--- config.mk ---
export PLATFORM = sky130hd
export DESIGN_NAME = iic_fifo_pair
export DESIGN_NICKNAME = d
export VERILOG_FILES = /design/src/rtl/iic_fifo_pkg.sv /design/src/rtl/iic_fifo_lane.sv /design/src/rtl/iic_fifo_pair.sv
export SDC_FILE = /design/constraint.sdc
export NUM_CORES = 1
export LEC_CHECK = 0
export CORE_UTILIZATION = 25
export DETAILED_ROUTE_END_ITERATION = 12
export PLACE_DENSITY_LB_ADDON = 0.2
export SETUP_SLACK_MARGIN = 0.02
export SYNTH_ARGS = -nofsm -noshare
export SYNTH_HDL_FRONTEND = slang
export SYNTH_SLANG_ARGS = --single-unit
--- constraint.sdc ---
create_clock -name clk -period 2.7 [get_ports clk]
set_input_delay 0.81 -clock clk [delete_from_list [all_inputs] [get_ports clk]]
set_output_delay 0.81 -clock clk [all_outputs]
set_load 0.005 [all_outputs]
--- src/rtl/iic_fifo_pkg.sv ---
package iic_fifo_pkg;

    typedef enum logic [1:0] {
        LVL_EMPTY   = 2'd0,
        LVL_PARTIAL = 2'd1,
        LVL_FULL    = 2'd2
    } lvl_state_t;

    // Status byte bit positions (decoded by the register bank)
    localparam int SB_TX_FULL  = 4;
    localparam int SB_RX_FULL  = 5;
    localparam int SB_RX_EMPTY = 6;
    localparam int SB_TX_EMPTY = 7;

endpackage

--- src/rtl/iic_fifo_lane.sv ---
module iic_fifo_lane
    import iic_fifo_pkg::*;
#(
    parameter int WIDTH = 8,
    parameter int DEPTH = 16,
    localparam int PTR_W = $clog2(DEPTH),
    localparam int CNT_W = $clog2(DEPTH + 1)
) (
    input  logic             clk,
    input  logic             rst_n,
    input  logic             flush,
    input  logic             push,
    input  logic [WIDTH-1:0] wdata,
    input  logic             pop,
    output logic [WIDTH-1:0] rdata,
    output logic [CNT_W-1:0] count,
    output logic             full,
    output logic             empty
);

    lvl_state_t       state, state_nx;
    logic [PTR_W-1:0] wr_ptr, rd_ptr;
    logic [WIDTH-1:0] mem [DEPTH];
    logic             do_push, do_pop;

    assign do_push = push && (state != LVL_FULL) && !flush;
    assign do_pop  = pop && (state != LVL_EMPTY) && !flush;

    // Next-state logic of the level machine
    always_comb begin
        state_nx = state;
        if (flush) begin
            state_nx = LVL_EMPTY;                              // FLUSH
        end else begin
            unique case (state)
                LVL_EMPTY:   if (do_push) state_nx = LVL_PARTIAL; // FILL_FIRST
                LVL_PARTIAL: begin
                    if (do_push && !do_pop && count == CNT_W'(DEPTH - 1))
                        state_nx = LVL_FULL;                   // FILL_LAST
                    else if (do_pop && !do_push && count == CNT_W'(1))
                        state_nx = LVL_EMPTY;                  // DRAIN_LAST
                end
                LVL_FULL:    if (do_pop) state_nx = LVL_PARTIAL;  // DRAIN_FIRST
                default:     state_nx = LVL_EMPTY;
            endcase
        end
    end

    // State register
    always_ff @(posedge clk or negedge rst_n) begin
        if (!rst_n) state <= LVL_EMPTY;
        else        state <= state_nx;
    end

    // Pointers and count
    always_ff @(posedge clk or negedge rst_n) begin
        if (!rst_n) begin
            wr_ptr <= '0;
            rd_ptr <= '0;
            count  <= '0;
        end else if (flush) begin
            wr_ptr <= '0;
            rd_ptr <= '0;
            count  <= '0;
        end else begin
            if (do_push)
                wr_ptr <= (wr_ptr == PTR_W'(DEPTH - 1)) ? '0 : wr_ptr + 1'b1;
            if (do_pop)
                rd_ptr <= (rd_ptr == PTR_W'(DEPTH - 1)) ? '0 : rd_ptr + 1'b1;
            if (do_push && !do_pop)      count <= count + 1'b1;
            else if (do_pop && !do_push) count <= count - 1'b1;
        end
    end

    always_ff @(posedge clk) begin
        if (do_push) mem[wr_ptr] <= wdata;
    end

    // Outputs
    always_comb begin
        full  = (state == LVL_FULL);
        empty = (state == LVL_EMPTY);
        rdata = mem[rd_ptr];
    end

    // a push into a full queue leaves it full
    p_no_overflow_r3: assert property (@(posedge clk) disable iff (!rst_n)
        (full && push && !pop && !flush) |=> (count == CNT_W'(DEPTH)));

    // a pop from an empty queue leaves it empty
    p_no_underflow_r3: assert property (@(posedge clk) disable iff (!rst_n)
        (empty && pop && !push && !flush) |=> (count == '0));

    // level machine and counter agree
    p_state_count_r3: assert property (@(posedge clk) disable iff (!rst_n)
        (empty == (count == '0)) && (full == (count == CNT_W'(DEPTH))));

    // flush empties the queue at the next edge
    p_flush_empties_r5: assert property (@(posedge clk) disable iff (!rst_n)
        flush |=> (count == '0));

    // a lone pop of a non-empty queue removes one entry
    p_pop_step_r9: assert property (@(posedge clk) disable iff (!rst_n)
        (pop && !push && !flush && !empty) |=> (count == $past(count) - 1'b1));

endmodule

--- src/rtl/iic_fifo_pair.sv ---
module iic_fifo_pair
    import iic_fifo_pkg::*;
#(
    parameter int DEPTH = 16,
    parameter int TX_W  = 10,
    parameter int RX_W  = 8,
    localparam int OCC_W = $clog2(DEPTH),
    localparam int CNT_W = $clog2(DEPTH + 1)
) (
    input  logic             clk,
    input  logic             rst_n,
    input  logic             tx_flush,
    input  logic             tx_push,
    input  logic [TX_W-1:0]  tx_wdata,
    input  logic             tx_pop,
    output logic [TX_W-1:0]  tx_rdata,
    input  logic             rx_push,
    input  logic [RX_W-1:0]  rx_wdata,
    input  logic             rx_pop,
    output logic [RX_W-1:0]  rx_rdata,
    input  logic             rx_thr_we,
    input  logic [OCC_W-1:0] rx_thr_wdata,
    output logic [OCC_W-1:0] rx_thr_q,
    output logic [OCC_W-1:0] tx_occ,
    output logic [OCC_W-1:0] rx_occ,
    output logic [7:0]       status_flags,
    output logic             tx_empty_evt,
    output logic             tx_half_evt,
    output logic             rx_thresh_evt
);

    logic [CNT_W-1:0] tx_cnt, rx_cnt;
    logic             tx_full, tx_empty, rx_full, rx_empty;

    iic_fifo_lane #(.WIDTH(TX_W), .DEPTH(DEPTH)) u_tx_lane (
        .clk(clk), .rst_n(rst_n), .flush(tx_flush),
        .push(tx_push), .wdata(tx_wdata), .pop(tx_pop), .rdata(tx_rdata),
        .count(tx_cnt), .full(tx_full), .empty(tx_empty)
    );

    iic_fifo_lane #(.WIDTH(RX_W), .DEPTH(DEPTH)) u_rx_lane (
        .clk(clk), .rst_n(rst_n), .flush(1'b0),
        .push(rx_push), .wdata(rx_wdata), .pop(rx_pop), .rdata(rx_rdata),
        .count(rx_cnt), .full(rx_full), .empty(rx_empty)
    );

    always_ff @(posedge clk or negedge rst_n) begin
        if (!rst_n)         rx_thr_q <= '0;
        else if (rx_thr_we) rx_thr_q <= rx_thr_wdata;
    end

    function automatic logic [OCC_W-1:0] zero_based(input logic [CNT_W-1:0] c);
        logic [CNT_W-1:0] m;
        m = c - 1'b1;
        return (c == '0) ? '0 : m[OCC_W-1:0];
    endfunction

    always_comb begin
        tx_occ        = zero_based(tx_cnt);
        rx_occ        = zero_based(rx_cnt);
        status_flags  = '0;
        status_flags[SB_TX_FULL]  = tx_full;
        status_flags[SB_RX_FULL]  = rx_full;
        status_flags[SB_RX_EMPTY] = rx_empty;
        status_flags[SB_TX_EMPTY] = tx_empty;
        tx_empty_evt  = tx_empty;
        tx_half_evt   = (tx_cnt <= CNT_W'(DEPTH / 2));
        rx_thresh_evt = (rx_cnt >= ({1'b0, rx_thr_q} + 1'b1));
    end

    // an empty transmit queue is also at or below half depth
    p_empty_half_r7: assert property (@(posedge clk) disable iff (!rst_n)
        tx_empty_evt |-> tx_half_evt);

    // a full receive queue always meets any threshold
    p_full_thresh_r8: assert property (@(posedge clk) disable iff (!rst_n)
        status_flags[SB_RX_FULL] |-> rx_thresh_evt);

    // empty flag and zero-based occupancy agree
    p_occ_empty_r2: assert property (@(posedge clk) disable iff (!rst_n)
        status_flags[SB_TX_EMPTY] |-> (tx_occ == '0));

    // while the flush is held the queue stays empty
    p_flush_hold_r5: assert property (@(posedge clk) disable iff (!rst_n)
        (tx_flush && $past(tx_flush)) |-> tx_empty_evt);

endmodule

==> results of run 1 <==
cells in the mapped netlist, drive strengths merged (4+ instances only):
cell	instances	area, µm²
xor2	8	70.1
nand2	40	150
ha	26	325
inv	22	82.6
nor2b	6	37.5
buf	22	151
a221oi	20	175
mux2	5	56.3
a21oi	25	125
a22oi	10	75.1
mux4	60	1350
nand2b	8	50.1
nor3	16	80.1
and2	6	37.5
nor2	29	109
nor4	6	37.5
clkbuf	24	93.8
o21ai	30	150
xnor2	8	70.1
a211oi	4	30.0
nand4	4	25.0
dfrtp	34	851
edfxtp	288	8650
nand3	7	35.0
mux2i	42	420
critical path: stages (launching register included):
cell and delay (ns):
dfrtp_2 0.42, buf_12 0.15, buf_16 0.12, buf_8 0.10
mux4_2 0.48, mux4_2 0.48, buf_2 0.14
worst max-delay path by stage:
stage                   startpoint                   to  slack [ns]
4_1_cts        u_rx_lane.rd_ptr[0]          rx_rdata[1]       -0.64
2_1_floorplan              tx_push  u_tx_lane.mem[0][0]       -0.16
6_report       u_rx_lane.rd_ptr[0]          rx_rdata[6]       -0.56
3_5_place_dp   u_rx_lane.rd_ptr[0]          rx_rdata[2]       -0.31
3_3_place_gp   u_rx_lane.rd_ptr[0]          rx_rdata[6]       -0.31
5_1_grt        u_rx_lane.rd_ptr[0]          rx_rdata[6]       -0.63
per-layer routing:
metal | vias to the layer above | track usage [%] | wire length, µm | share of wire [%]
met4 | 0 | 3.43 | 634 | 1.9
li1 | 3451 | - | - | -
met5 | - | 0 | 0 | 0
met1 | 3890 | 17.5 | 15800 | 47
met2 | 130 | 19.7 | 15700 | 47
met3 | 47 | 2.42 | 1290 | 3.9
sequential cells by signal (all words and copies together) (netlist names):
signal and cells:
u_tx_lane.state 2, u_tx_lane.rd_ptr 4, u_rx_lane.wr_ptr 4, rx_thr_q 4
u_rx_lane.count 5, u_rx_lane.mem 128, u_tx_lane.mem 160, u_tx_lane.wr_ptr 4
u_rx_lane.rd_ptr 4, u_rx_lane.state 2, u_tx_lane.count 5
area by class of cell:
type,instances,area share (%)
inverter,24,0.523
timing repair buffer,198,11.5
clock buffer,49,5.78
multi-input combinational,382,22.4
sequential,322,53.7
clock inverter,19,1.25
tap,688,4.86
metrics by stage:
stage               power, mW  hold slack, ns  worst slack (ns)  instances  util, %
floorplan                7.63           0.466            -0.155        774        -
global placement         9.02           0.512            -0.308       1577     29.9
detailed placement       9.02           0.526            -0.307       1577     29.9
CTS                      14.6           0.197            -0.639       1682     33.5
global route             15.0           0.217            -0.631       1682     33.6
finish                   14.3           0.203            -0.556       1682     33.6
power by group:
part | leakage (nW) | total [mW] | internal [mW] | switching [mW]
Combinational | 2.44 | 3.17 | 1.75 | 1.42
Clock | 0.594 | 5.16 | 3.07 | 2.09
Sequential | 3.02 | 5.97 | 5.73 | 0.240
Total | 6.05 | 14.3 | 10.6 | 3.75
cells by family after synthesis:
kind of cell,Yosys count
other cells,1
compound gates,97
mux,107
buf+inv,70
flops,322
fa+ha+maj,26
xor+xnor,16
simple gates,132
timing repair:
item / 4_1_cts / 5_1_grt
hold buffers: 0 / 0
gates cloned: 5 / 0
setup endpoints to repair: 29 / 23
buffers inserted: 32 / 6
gates resized for setup: 177 / 36
pin swaps: 41 / 27
==> flow_metrics.tcl, run 1 <==
set metrics [dict create \
    fin_crit_sh_pct 121 \
    grt_remaining_overflow 0 \
    fin_skew_ns 0.0152 \
    synth_edf_count 288 \
    dr.pass1.iters 8 \
    finalSetupViolations 19 \
    synthArstFlopShare_pct 10.6 \
    cts_sinks 322 \
    synth_seq_area_share_pct 70.9 \
    critPathKind "flop to primary output" \
    worstMarginPinSlew_ns 0.713 \
    area.growth.synth_to_final_pct 32.2 \
    io_buffers 66 \
    ioPinCount 71 \
    multi_input_area_mm2 0.00396 \
    track_usage_pct 12.5 \
    r2r_cells 7 \
    coreArea_mm2 0.0528 \
    holdCritPathClass "primary input to asynchronous set/reset pin" \
    yosysWarnings 0 \
    fin_crit_ns 3.26 \
    syn_area_mm2 0.0134 \
    layout_common_cells "288 x edfxtp_1, 78 x buf_4, 60 x mux4_2, 39 x clkbuf_16, 38 x nand2_1" \
    nFillCells 5089 \
    cp_data_required_time_ns 1.89 \
    leakagePower_nw 6.05 \
    design_area_mm2 0.0177 \
    maxCapViolations 0 \
    cts_made_buffers 39 \
    grt_pass1_vias 7736 \
    setup_tns_ns -8.22 \
    wl_um 33400 \
    synthSimpleGateAreaFrac_pct 4.77 \
    synth-main-ff-cell "edfxtp_1" \
    synth_mux_area_share_pct 13.7 \
    fin_ws_ns -0.556 \
    start_util_pct 25.4 \
    hold_viol 0 \
    place_hpwl_um 21200 \
    fp.dieArea_mm2 0.0545 \
    synth_fa_ha_area_share_pct 2.43 \
    ir_drop_mv 0.358 \
    syn_avg_cell_area_um2 17.4 \
    placed_area_mm2 0.0158 \
    crit_fanout 4 \
    status "finished with violations" \
    htree_levels 2 \
    antenna_found_initial 0 \
    wl_per_cell_um 19.9 \
    fin_nets 1023 \
    violations "design-rule violations, negative setup slack" \
    clk_pin_slew_ns 0.06 \
    drtIter0Drc 391 \
    r2r_slack_ns 0.80 \
    ant_nets 0 \
    drive_above_1_share_pct 35.2 \
    syn-instance-count 771 \
    die_h_um 233 \
    r2r-start "u_rx_lane.state[0]" \
    fmax_mhz 307 \
    slew_viol_final 0 \
    grt_max_degree 25 \
    cts_tree "built" \
    rsz0062_at_grt "yes" \
    final_common_cell "edfxtp_1" \
    register_area_mm2 0.00951 \
    die_x_um 233 \
    endpoint_kind "primary output" \
    r2r-end "u_rx_lane.count[3]" \
    synth_top_family_by_area "multiplexers" \
    synth_compound_area_share_pct 4.63 \
    root_buffer "clkbuf_16" \
    clockBufferDepth 3 \
    rows 84 \
    route.detailed.drc 2 \
    globalplace.congestion 0.733 \
    pwr_density_cell_mw_per_mm2 808 \
    critPathArrivalTime_ns 2.45 \
    grt_pass1_wl_um 49700 \
    diodes 0 \
    clk_latency_ns 0.56 \
    start_kind "flop" \
    ys_ff_latch 322 \
    synth.distinct_cells 47 \
    drt-vias-per-instance 4.47 \
    slew_headroom_pct 52.3 \
    vias 7518 \
    synth-xor-area-share_pct 1.05 \
]
Note: power is estimated with default switching activity, not from simulation.
==> run 2: changes to the inputs <==
--- a/config.mk
+++ b/config.mk
@@ -9,5 +9,4 @@
 export DETAILED_ROUTE_END_ITERATION = 12
 export PLACE_DENSITY_LB_ADDON = 0.2
-export SETUP_SLACK_MARGIN = 0.02
 export SYNTH_ARGS = -nofsm -noshare
 export SYNTH_HDL_FRONTEND = slang
==> constraint.sdc (replaced) <==
create_clock -name clk -period 2.7 [get_ports clk]
set_input_delay 0.81 -clock clk [delete_from_list [all_inputs] [get_ports clk]]
set_output_delay 0.81 -clock clk [all_outputs]
set_load 0.1 [all_outputs]
==> run 2 against run 1 <==
  * The flow still finishes with violations (design-rule violations, negative setup slack)
  * Final cell count is 1.3% lower
  * Clock-buffer cell count is 2 lower
  * Global-route usage hardly changed
  * First-iteration DRC count is 25% higher
  * Total power is 15% higher
  * Flip-flop and latch count stayed put
  * Via count is 0.63% lower
  * Critical path depth is 2 lower
  * Register-to-register slack worse by 0.07 ns
  * Core utilization is 0.28 points higher
  * Clock skew is 0.010 ns higher
  * Largest cell class unchanged
==> flow_metrics.tcl, run 2 (same netlist as run 1, synthesis figures left out) <==
set metrics [dict create \
    start_kind "flop" \
    worstPathCellList "buf_12 -> mux4_2 -> mux4_2 -> buf_12" \
    wl_per_cell_um 20.0 \
    coreArea_mm2 0.0528 \
    placed_area_mm2 0.0159 \
    cts_sinks 322 \
    holdCritPathClass "primary input to asynchronous set/reset pin" \
    cts_made_buffers 38 \
    antenna_found_initial 1 \
    design_area_mm2 0.0179 \
    reg_top3 "u_tx_lane.mem (160), u_rx_lane.mem (128)" \
    endpoint_kind "primary output" \
    p_sw_mw 5.52 \
    area.growth.synth_to_final_pct 33.3 \
    ioPinCount 71 \
    status "finished with violations" \
    grt_max_degree 37 \
    drt-vias-per-instance 4.50 \
    clk_latency_ns 0.55 \
    crit_fanout 15 \
    r2r_cells 5 \
    route.detailed.drc 15 \
    die_h_um 233 \
    clk_pin_slew_ns 0.06 \
    clockBufferDepth 3 \
    slew_headroom_pct 52.4 \
    p_int_mw 10.9 \
    die_x_um 233 \
    regMostFlops "u_tx_lane.mem" \
    htree_levels 2 \
    start_util_pct 25.4 \
    cp_data_required_time_ns 1.89 \
    layout_common_cells "288 x edfxtp_1, 92 x buf_4, 60 x mux4_2, 44 x buf_12, 39 x clkbuf_16" \
    fin_skew_ns 0.0253 \
    r2r-end "u_tx_lane.mem[4][5]" \
    cts_tree "built" \
    setup_tns_ns -9.51 \
    r2r_slack_ns 0.73 \
    finalSetupViolations 19 \
    final_cells 1660 \
    dp.cells 1569 \
    fmax_mhz 303 \
    fin_crit_sh_pct 122 \
    fin_nets 999 \
    grt_pass1_wl_um 50300 \
    grt_util_met3_pct 2.28 \
    met2_usage_pct 19.3 \
    largest_register_ff_count 160 \
    critPathArrivalTime_ns 2.49 \
    pwr-share-seq_pct 36.5 \
    final_common_cell "edfxtp_1" \
    root_buffer "clkbuf_16" \
    fp.dieArea_mm2 0.0545 \
    combPwrFrac_pct 32.9 \
    drtIter0Drc 487 \
    sw_frac_of_total_pct 33.6 \
    use_met1_pct 17.6 \
    r2r-start "u_tx_lane.state[0]" \
    track_usage_pct 12.5 \
    ir_drop_mv 1.51 \
    fin_ws_ns -0.597 \
    grt_remaining_overflow 0 \
    grt_pass1_vias 7883 \
    rsz0062_at_grt "yes" \
    clkPwrFrac_pct 30.6 \
    wl_um 33100 \
    globalplace.congestion 0.745 \
    ant_nets 0 \
    rows 84 \
    crit_slowest_cell "mux4_2" \
    io_buffers 66 \
    fin_crit_ns 3.30 \
    slew_viol_final 0 \
    leakagePower_nw 6.05 \
    hold_viol 0 \
    pwr_density_cell_mw_per_mm2 920 \
    vias 7471 \
    hold_buffers 0 \
    preCtsSetupSlack_ns -0.0506 \
    worstMarginPinSlew_ns 0.712 \
    diodes 0 \
    maxCapViolations 0 \
    drive_above_1_share_pct 38.6 \
    grt-busiest-layer "met2" \
    critPathKind "flop to primary output" \
    place_hpwl_um 21500 \
    dr.pass1.iters 8 \
    slowest_delay_ns 0.56 \
    violations "design-rule violations, negative setup slack" \
]
==> run 2: changes by cell type in the layout (fill, tap and decap cells not counted), sizes merged <==
cell	previous run	this run
clkinvlp	3	1
inv	22	25
buf	154	146
clkinv	14	17
dlygate4sd2	6	0
clkdlybuf4s50	37	28
bufinv	4	3
clkbuf	50	48
==> run 2: what timing repair did <==
action | in CTS | in global routing
endpoints found under the setup margin | 28 | 27
resized for setup | 72 | 38
setup buffers | 8 | 11
pin swaps | 23 | 25
gates cloned | 3 | 1
==> run 2: worst max path at each step <==
stage | from | endpoint | slack, ns
global placement | u_rx_lane.rd_ptr[0] | rx_rdata[2] | -0.07
CTS | u_rx_lane.rd_ptr[0] | rx_rdata[2] | -0.65
floorplan | u_rx_lane.count[0] | rx_occ[0] | -0.49
finish | u_rx_lane.rd_ptr[0] | rx_rdata[2] | -0.60
detailed placement | u_rx_lane.rd_ptr[0] | rx_rdata[2] | -0.05
global route | u_rx_lane.rd_ptr[0] | rx_rdata[2] | -0.69
==> run 2: final cells by class <==
type	count	area [µm²]
tap	688	861
clock inverter	22	206
clock buffer	47	1010
multi-input combinational	382	4130
timing repair buffer	175	2030
sequential	322	9510
fill	5070	34900
inverter	24	96.3
==> run 2: power groups by stage <==
| stage | combinational [mW] | clock (mW) | sequential (mW) |
|---|---|---|---|
| 2_1_floorplan | 3.39 | 0 | 6.00 |
| 3_3_place_gp | 5.14 | 0 | 6.08 |
| 3_5_place_dp | 5.15 | 0 | 6.08 |
| 4_1_cts | 5.35 | 5.22 | 5.99 |
| 5_1_grt | 5.69 | 5.37 | 6.04 |
| 6_report | 5.40 | 5.03 | 6.00 |
==> run 2: through the flow <==
stage	total power [mW]	hold slack, ns	util [%]
after detailed placement	11.2	0.535	30.2
final	16.4	0.203	33.8
after global routing	17.1	0.218	33.8
after global placement	11.2	0.513	30.2
after floorplan	9.39	0.466	-
after CTS	16.6	0.189	33.3
==> run 2: worst max-delay path: cells and delay by family (launching register included) <==
kind	cells	cell delay (ns)
mux	2	1.10
flops	1	0.44
buf+inv	2	0.39
==> run 2: metal layers <==
layer / routed length (µm) / part of all wire [%] / vias up
met5: 13 / 0.039 / -
met4: 827 / 2.5 / 2
met3: 1210 / 3.6 / 50
met2: 15300 / 46 / 123
met1: 15800 / 48 / 3894
li1: - / - / 3402
